File: src/rtl/mdio_slv_pkg.sv
package mdio_slv_pkg;

    localparam int MDIO_DW    = 16;
    localparam int MDIO_PHY_W = 5;
    localparam int MDIO_REG_W = 5;
    localparam int MDIO_ERR_W = 2;

    localparam logic [1:0] OP_RD = 2'b10;
    localparam logic [1:0] OP_WR = 2'b01;

    localparam logic [MDIO_REG_W-1:0] CTRL_ADDR = 5'd0;
    localparam logic [MDIO_REG_W-1:0] STAT_ADDR = 5'd1;

    localparam int CTRL_RST_BIT  = 15;
    localparam int STAT_LINK_BIT = 2;
    // bit 6: frames without preamble accepted, bit 0: extended registers present
    localparam logic [MDIO_DW-1:0] STAT_FIXED = 16'h0041;

    typedef enum logic [2:0] {
        S_HUNT,
        S_START,
        S_OP,
        S_ADDR,
        S_TURN,
        S_DATA,
        S_SKIP
    } fr_state_e;

endpackage

File: src/rtl/mdio_frame_ctl.sv
module mdio_frame_ctl
    import mdio_slv_pkg::*;
#(
    parameter int PRE_LEN = 32,
    parameter int DATA_W  = MDIO_DW,
    parameter int PHY_W   = MDIO_PHY_W,
    parameter int REG_W   = MDIO_REG_W
) (
    input  logic              mdc,
    input  logic              rst_n,
    input  logic [PHY_W-1:0]  phy_addr,
    input  logic              mdio_i,
    output logic              mdio_o,
    output logic              mdio_oe,
    output logic              rd_req,
    output logic [REG_W-1:0]  rd_addr,
    input  logic [DATA_W-1:0] rd_data,
    output logic              wr_req,
    output logic [REG_W-1:0]  wr_addr,
    output logic [DATA_W-1:0] wr_data
);

    localparam int ADR_BITS = PHY_W + REG_W;
    localparam int CNT_W    = $clog2(DATA_W + 2);
    localparam int ONE_W    = $clog2(PRE_LEN + 1);
    localparam logic [ONE_W-1:0] ONES_SAT  = ONE_W'(PRE_LEN);
    localparam logic [CNT_W-1:0] ADR_LAST  = CNT_W'(ADR_BITS - 1);
    localparam logic [CNT_W-1:0] DATA_LAST = CNT_W'(DATA_W - 1);
    localparam logic [CNT_W-1:0] SKIP_LAST = CNT_W'(DATA_W + 1);

    typedef struct packed {
        fr_state_e          st;
        logic [CNT_W-1:0]   cnt;
        logic [ONE_W-1:0]   ones;
        logic               sup_ok;
        logic               is_rd;
        logic [DATA_W-2:0]  sh;
        logic [REG_W-1:0]   reg_a;
        logic [DATA_W-1:0]  rd_sh;
        logic               out;
        logic               oe;
    } fr_t;

    fr_t q, d;

    always_comb begin
        d       = q;
        rd_req  = 1'b0;
        wr_req  = 1'b0;
        rd_addr = {q.sh[REG_W-2:0], mdio_i};
        wr_addr = q.reg_a;
        wr_data = {q.sh, mdio_i};
        case (q.st)
            S_HUNT: begin
                if (mdio_i) begin
                    if (q.ones != ONES_SAT) d.ones = q.ones + 1'b1;
                end else begin
                    if (q.ones == ONES_SAT || (q.sup_ok && q.ones != '0))
                        d.st = S_START;
                    d.ones = '0;
                end
            end
            S_START: begin
                d.cnt = '0;
                if (mdio_i) d.st = S_OP;
                else begin
                    d.st     = S_HUNT;
                    d.sup_ok = 1'b0;
                end
            end
            S_OP: begin
                d.sh  = {q.sh[DATA_W-3:0], mdio_i};
                d.cnt = q.cnt + 1'b1;
                if (q.cnt == CNT_W'(1)) begin
                    d.cnt = '0;
                    if ({q.sh[0], mdio_i} == OP_RD) begin
                        d.st    = S_ADDR;
                        d.is_rd = 1'b1;
                    end else if ({q.sh[0], mdio_i} == OP_WR) begin
                        d.st    = S_ADDR;
                        d.is_rd = 1'b0;
                    end else begin
                        d.st     = S_HUNT;
                        d.sup_ok = 1'b0;
                    end
                end
            end
            S_ADDR: begin
                d.sh  = {q.sh[DATA_W-3:0], mdio_i};
                d.cnt = q.cnt + 1'b1;
                if (q.cnt == ADR_LAST) begin
                    d.cnt = '0;
                    if (q.sh[ADR_BITS-2:REG_W-1] == phy_addr) begin
                        d.st    = S_TURN;
                        d.reg_a = rd_addr;
                        if (q.is_rd) begin
                            rd_req  = 1'b1;
                            d.rd_sh = rd_data;
                        end
                    end else begin
                        d.st = S_SKIP;
                    end
                end
            end
            S_TURN: begin
                d.cnt = q.cnt + 1'b1;
                if (q.cnt == '0) begin
                    if (q.is_rd) begin
                        d.oe  = 1'b1;
                        d.out = 1'b0;
                    end
                end else begin
                    d.st  = S_DATA;
                    d.cnt = '0;
                    if (q.is_rd) begin
                        d.out   = q.rd_sh[DATA_W-1];
                        d.rd_sh = {q.rd_sh[DATA_W-2:0], 1'b0};
                    end
                end
            end
            S_DATA: begin
                d.sh  = {q.sh[DATA_W-3:0], mdio_i};
                d.cnt = q.cnt + 1'b1;
                if (q.cnt == DATA_LAST) begin
                    d.st     = S_HUNT;
                    d.oe     = 1'b0;
                    d.out    = 1'b0;
                    d.sup_ok = 1'b1;
                    d.ones   = '0;
                    d.cnt    = '0;
                    wr_req   = !q.is_rd;
                end else if (q.is_rd) begin
                    d.out   = q.rd_sh[DATA_W-1];
                    d.rd_sh = {q.rd_sh[DATA_W-2:0], 1'b0};
                end
            end
            S_SKIP: begin
                d.cnt = q.cnt + 1'b1;
                if (q.cnt == SKIP_LAST) begin
                    d.st   = S_HUNT;
                    d.ones = '0;
                    d.cnt  = '0;
                end
            end
            default: d.st = S_HUNT;
        endcase
    end

    always_ff @(posedge mdc or negedge rst_n) begin
        if (!rst_n) begin
            q <= '{st: S_HUNT, default: '0};
        end else begin
            q <= d;
        end
    end

    assign mdio_o  = q.out;
    assign mdio_oe = q.oe;

    // the line is only ever driven while a read frame is in progress
    assert_drive_only_read_R3: assert property (@(posedge mdc) disable iff (!rst_n)
        mdio_oe |-> q.is_rd);

    // the first driven bit is the zero of the second turnaround bit
    assert_turn_zero_R3: assert property (@(posedge mdc) disable iff (!rst_n)
        $rose(mdio_oe) |-> !mdio_o);

    // release happens only when the last data bit has been sent
    assert_release_end_R3: assert property (@(posedge mdc) disable iff (!rst_n)
        $fell(mdio_oe) |-> $past(q.st == S_DATA));

    // frames for another station never cause a drive
    assert_skip_silent_R5: assert property (@(posedge mdc) disable iff (!rst_n)
        (q.st == S_SKIP) |-> !mdio_oe);

endmodule

File: src/rtl/mdio_reg_bank.sv
module mdio_reg_bank
    import mdio_slv_pkg::*;
#(
    parameter int DATA_W = MDIO_DW,
    parameter int REG_W  = MDIO_REG_W,
    parameter int ERR_W  = MDIO_ERR_W,
    parameter logic [DATA_W-1:0] CTRL_DEF   = 16'h3000,
    parameter logic [DATA_W-1:0] CTRL_WMASK = 16'h7100,
    parameter logic [REG_W-1:0]  ERR_ADDR   = 5'd18
) (
    input  logic              mdc,
    input  logic              rst_n,
    input  logic              link_up,
    input  logic [ERR_W-1:0]  err_in,
    input  logic              rd_req,
    input  logic [REG_W-1:0]  rd_addr,
    output logic [DATA_W-1:0] rd_data,
    input  logic              wr_req,
    input  logic [REG_W-1:0]  wr_addr,
    input  logic [DATA_W-1:0] wr_data
);

    localparam logic [DATA_W-1:0] RST_MASK  = DATA_W'(1) << CTRL_RST_BIT;
    localparam logic [DATA_W-1:0] WR_ALLOW  = CTRL_WMASK & ~RST_MASK;

    typedef struct packed {
        logic [DATA_W-1:0] ctrl;
        logic              link;
        logic [ERR_W-1:0]  err;
    } bank_t;

    bank_t q, d;
    logic  rd_stat, rd_err, soft_rst;

    always_comb begin
        d        = q;
        rd_stat  = rd_req && (rd_addr == STAT_ADDR);
        rd_err   = rd_req && (rd_addr == ERR_ADDR);
        soft_rst = wr_req && (wr_addr == CTRL_ADDR) && wr_data[CTRL_RST_BIT];

        if (rd_addr == CTRL_ADDR)
            rd_data = q.ctrl;
        else if (rd_addr == STAT_ADDR)
            rd_data = STAT_FIXED | (DATA_W'(q.link) << STAT_LINK_BIT);
        else if (rd_addr == ERR_ADDR)
            rd_data = DATA_W'(q.err);
        else
            rd_data = '0;

        d.link = link_up & (q.link | rd_stat);
        d.err  = rd_err ? err_in : (q.err | err_in);

        if (soft_rst) begin
            d.ctrl = CTRL_DEF;
            d.link = 1'b0;
            d.err  = '0;
        end else if (wr_req && wr_addr == CTRL_ADDR) begin
            d.ctrl = wr_data & WR_ALLOW;
        end
    end

    always_ff @(posedge mdc or negedge rst_n) begin
        if (!rst_n) begin
            q <= '{ctrl: CTRL_DEF, default: '0};
        end else begin
            q <= d;
        end
    end

    // a low link is captured in the next cycle
    assert_link_latch_low_R9: assert property (@(posedge mdc) disable iff (!rst_n)
        !link_up |=> !q.link);

    // flags persist unless a clearing read or a soft reset occurs
    assert_err_sticky_R10: assert property (@(posedge mdc) disable iff (!rst_n)
        (!rd_err && !soft_rst) |=> ((q.err & $past(q.err)) == $past(q.err)));

    // soft reset leaves the bank at its defaults
    assert_soft_reset_R8: assert property (@(posedge mdc) disable iff (!rst_n)
        soft_rst |=> (q.ctrl == CTRL_DEF && !q.link && q.err == '0));

    // a register access is either a read or a write, never both
    assert_one_access_R2: assert property (@(posedge mdc) disable iff (!rst_n)
        !(rd_req && wr_req));

endmodule

File: src/rtl/mdio_mgmt_slave.sv
module mdio_mgmt_slave
    import mdio_slv_pkg::*;
#(
    parameter int PRE_LEN = 32,
    parameter logic [MDIO_DW-1:0]    CTRL_DEF   = 16'h3000,
    parameter logic [MDIO_DW-1:0]    CTRL_WMASK = 16'h7100,
    parameter logic [MDIO_REG_W-1:0] ERR_ADDR   = 5'd18
) (
    input  logic                  mdc,
    input  logic                  rst_n,
    input  logic [MDIO_PHY_W-1:0] phy_addr,
    input  logic                  link_up,
    input  logic [MDIO_ERR_W-1:0] err_in,
    input  logic                  mdio_i,
    output logic                  mdio_o,
    output logic                  mdio_oe
);

    logic                  rd_req, wr_req;
    logic [MDIO_REG_W-1:0] rd_addr, wr_addr;
    logic [MDIO_DW-1:0]    rd_data, wr_data;

    mdio_frame_ctl #(
        .PRE_LEN (PRE_LEN),
        .DATA_W  (MDIO_DW),
        .PHY_W   (MDIO_PHY_W),
        .REG_W   (MDIO_REG_W)
    ) i_frame (
        .mdc      (mdc),
        .rst_n    (rst_n),
        .phy_addr (phy_addr),
        .mdio_i   (mdio_i),
        .mdio_o   (mdio_o),
        .mdio_oe  (mdio_oe),
        .rd_req   (rd_req),
        .rd_addr  (rd_addr),
        .rd_data  (rd_data),
        .wr_req   (wr_req),
        .wr_addr  (wr_addr),
        .wr_data  (wr_data)
    );

    mdio_reg_bank #(
        .DATA_W     (MDIO_DW),
        .REG_W      (MDIO_REG_W),
        .ERR_W      (MDIO_ERR_W),
        .CTRL_DEF   (CTRL_DEF),
        .CTRL_WMASK (CTRL_WMASK),
        .ERR_ADDR   (ERR_ADDR)
    ) i_bank (
        .mdc     (mdc),
        .rst_n   (rst_n),
        .link_up (link_up),
        .err_in  (err_in),
        .rd_req  (rd_req),
        .rd_addr (rd_addr),
        .rd_data (rd_data),
        .wr_req  (wr_req),
        .wr_addr (wr_addr),
        .wr_data (wr_data)
    );

endmodule

File: config.mk
export PLATFORM = sky130hd
export DESIGN_NAME = mdio_mgmt_slave
export DESIGN_NICKNAME = d
export VERILOG_FILES = /design/src/rtl/mdio_slv_pkg.sv /design/src/rtl/mdio_frame_ctl.sv /design/src/rtl/mdio_reg_bank.sv /design/src/rtl/mdio_mgmt_slave.sv
export SDC_FILE = /design/constraint.sdc
export NUM_CORES = 1
export LEC_CHECK = 0
export BUFFER_PORTS_ARGS = -buffer_cell sky130_fd_sc_hd__clkbuf_2
export CAP_MARGIN = 5
export CORE_MARGIN = 10
export CORE_UTILIZATION = 33
export CTS_BUF_LIST = sky130_fd_sc_hd__clkbuf_16
export DETAILED_ROUTE_END_ITERATION = 8
export GPL_ROUTABILITY_DRIVEN = 0
export SYNTH_ARGS = -nofsm -noshare
export SYNTH_HDL_FRONTEND = slang
export SYNTH_SLANG_ARGS = --single-unit
File: constraint.sdc
create_clock -name mdc -period 3.4 [get_ports mdc]
set_input_delay 0.34 -clock mdc [delete_from_list [all_inputs] [get_ports mdc]]
set_output_delay 0.34 -clock mdc [all_outputs]
set_load 0.02 [all_outputs]
==> results_dict.tcl <==
set metrics [dict create \
    routed_wl_um 6449 \
    grt_setup_unrepaired "no" \
    grt_overflow 0 \
    drtIter0Drc 93 \
    vias_per_cell 5.160 \
    reg2reg_to "i_bank.q[0]$_DFF_PN0_" \
    required_ns 3.61 \
    coreArea_um2 9284 \
    finalMaxSlewViolations 0 \
    period_needed_ns 2.625 \
    clockBufferDepth 2 \
    cts_tree "yes" \
    rows 35 \
    route.detailed.drc 0 \
    arrival_ns 2.83 \
    ys_seq_elements 61 \
    htreeDepth 3 \
    async_reset_ff_share_pct 100.0 \
    area_growth_pct 13.85 \
    rr_worst_depth 7 \
    grt_pass1_vias 2233 \
    die_area_um2 13930 \
    dieWidth_um 118.0 \
    end_kind "flip-flop" \
    synth.net_count 304 \
    synth_area_leaders "dfrtp_1, mux2_1, mux2_2" \
    synth.most_common_cell "dfrtp_1" \
    leakage_nw 1.632 \
    wire_per_inst_um 14.93 \
    port_buffers 12 \
    yosysWarnings 0 \
    ir_drop_uv 341.2 \
    pin_count 13 \
    fin_util_pct 38.89 \
    yosys_most_used_dff "dfrtp_1" \
    cts_root_buffer "clkbuf_16" \
    cts_resized 0 \
    initial_core_util_pct 34.16 \
    synthesis.area_um2 3172 \
    grt_use_met1_pct 13.15 \
    drt.antenna.violating_nets 0 \
    tns_ns 0 \
    avgSynthCellArea_um2 11.21 \
    drv_cap 0 \
    path_clk_slew_ns 0.05 \
    post_cts_buffers 0 \
    syn_inst 283 \
    insertion_delay_ns 0.33 \
    worstMarginPinSlew_ns 0.7753 \
    fmax_mhz 380.9 \
    grt_max_degree 62 \
    setup_viol 0 \
    path_class "reg2reg" \
    finalHoldViolCount 0 \
    r2r-start "i_frame.q[46]$_DFFE_PN0P_" \
    synthDistinctLibCells 60 \
    startpoint_type "flip-flop" \
    yosysSeqAreaShare_pct 48.21 \
    synth_common_cells "dfrtp_1, nand2_1, nor2_1" \
    grt_util_met3_pct 2.494 \
    synth-edff-count 0 \
    fin_worst_skew_ns 0.005600 \
    hpwl_um 4443 \
    cts.sink_count 61 \
    final_layout_size_suffix_gt1_share_pct 18.81 \
    outcome "complete, no violations" \
    critPathMaxFanout 9 \
    cts_hold_buf 0 \
    grt_util_all_layers_pct 9.722 \
    slew_headroom_pct 48.32 \
    die_h_um 118.0 \
    rrSetupSlack_ns 0.77 \
    grt_pass1_wl_um 11270 \
    synth_top_area_share_pct 46.55 \
    fin_crit_sh_pct 77.22 \
    antenna_found_initial 0 \
    yosysTopAreaCell "dfrtp_1" \
    hp-class "in2async" \
    vias 2229 \
    drtPass1Iterations 4 \
    layout.nets 319 \
    busiest_layer "met2" \
    n_antenna_cell 0 \
    cts_made_buffers 9 \
    use_met2_pct 13.85 \
    powerDensity_nw_per_um2 640.9 \
]
-- worst max path at each step --
stage                               from                   endpoint  depth (start not counted)  slack [ns]
5_1_grt        i_frame.q[46]$_DFFE_PN0P_      i_bank.q[2]$_DFF_PN0_                          7        0.53
3_3_place_gp   i_frame.q[46]$_DFFE_PN0P_      i_bank.q[1]$_DFF_PN0_                          7        0.96
6_report       i_frame.q[46]$_DFFE_PN0P_      i_bank.q[0]$_DFF_PN0_                          7        0.77
4_1_cts        i_frame.q[46]$_DFFE_PN0P_      i_bank.q[2]$_DFF_PN0_                          7        0.80
2_1_floorplan  i_frame.q[46]$_DFFE_PN0P_  i_frame.q[16]$_DFFE_PN0P_                          9        1.18
3_5_place_dp   i_frame.q[46]$_DFFE_PN0P_      i_bank.q[2]$_DFF_PN0_                          7        0.83
-- report_power, final --
| group | leakage, nW | internal [mW] | total (mW) | switching, mW |
|---|---|---|---|---|
| registers | 0.812 | 0.832 | 0.986 | 0.154 |
| logic | 0.686 | 0.253 | 0.533 | 0.279 |
| clock network | 0.134 | 0.481 | 0.796 | 0.315 |
-- sequential cells by signal, summed over array words and instances, names as in the netlist --
name	flops
i_frame.q	32
i_frame.wr_data	11
i_bank.q	7
i_frame.wr_addr	5
i_frame.rd_addr	4
i_frame.mdio_o	1
i_frame.mdio_oe	1
-- worst max-delay path, stage by stage (launching register included) --
cell,delay [ns]
dfrtp_1,0.46
ha_1,0.21
and3_1,0.18
ha_1,0.28
nand4b_1,0.32
or4_1,0.73
nor2_1,0.23
nor3_1,0.08
-- routing by layer --
layer | part of all wire, % | vias to the layer above
met5 | 0 | -
met4 | 2.0 | 0
met3 | 3.3 | 13
met2 | 45 | 34
met1 | 50 | 1101
li1 | - | 1081
-- through the flow --
stage / cell area (um2) / setup slack, ns / instances / power, mW / hold WS [ns]
after floorplan: 3172 / 1.183 / 283 / 1.378 / 0.04441
after global placement: 3351 / 0.9606 / 416 / 1.522 / 0.4561
after detailed placement: 3351 / 0.8260 / 416 / 1.532 / 0.4561
after CTS: 3611 / 0.8003 / 432 / 2.344 / 0.2032
after global routing: 3611 / 0.5285 / 432 / 2.466 / 0.2349
final: 3611 / 0.7746 / 432 / 2.314 / 0.1698
-- kinds of logic (layout without fill, tap and decap cells) --
group                      count (synthesis)  in the layout  share of synthesized area [%]
and+or+nand+nor                           87             87                          15.86
muxes                                     31             31                          10.81
DFF                                       61             61                          48.21
xor gates and xnor gates                   7              7                          1.933
adders and majority gates                 10             10                          3.945
buffers and inverters                     22             42                          3.116
AOI/OAI and AO/OA                         65             65                          16.13
-- placed cells by master, fill, tap and decap left out, types with 6 or more instances in the layout --
master and instances:
a21oi_1 6, a22o_1 13, clkbuf_16 9, clkbuf_2 12, dfrtp_1 59, ha_1 10, inv_1 12, mux2_1 13
mux2_2 13, nand2_1 21, nand3_1 6, nor2_1 17, nor3_1 8, o21ai_0 13, xnor2_1 6
-- area by class of cell --
type	count	area, um2
repair buffers	13	67.56
inverters	13	48.80
well taps	129	161.4
fillers	942	5673
clock inverters	7	35.03
clock buffers	9	225.2
flip-flops and latches	61	1529
multi-input cells	200	1544
Note: power is estimated with default switching activity, not from simulation.
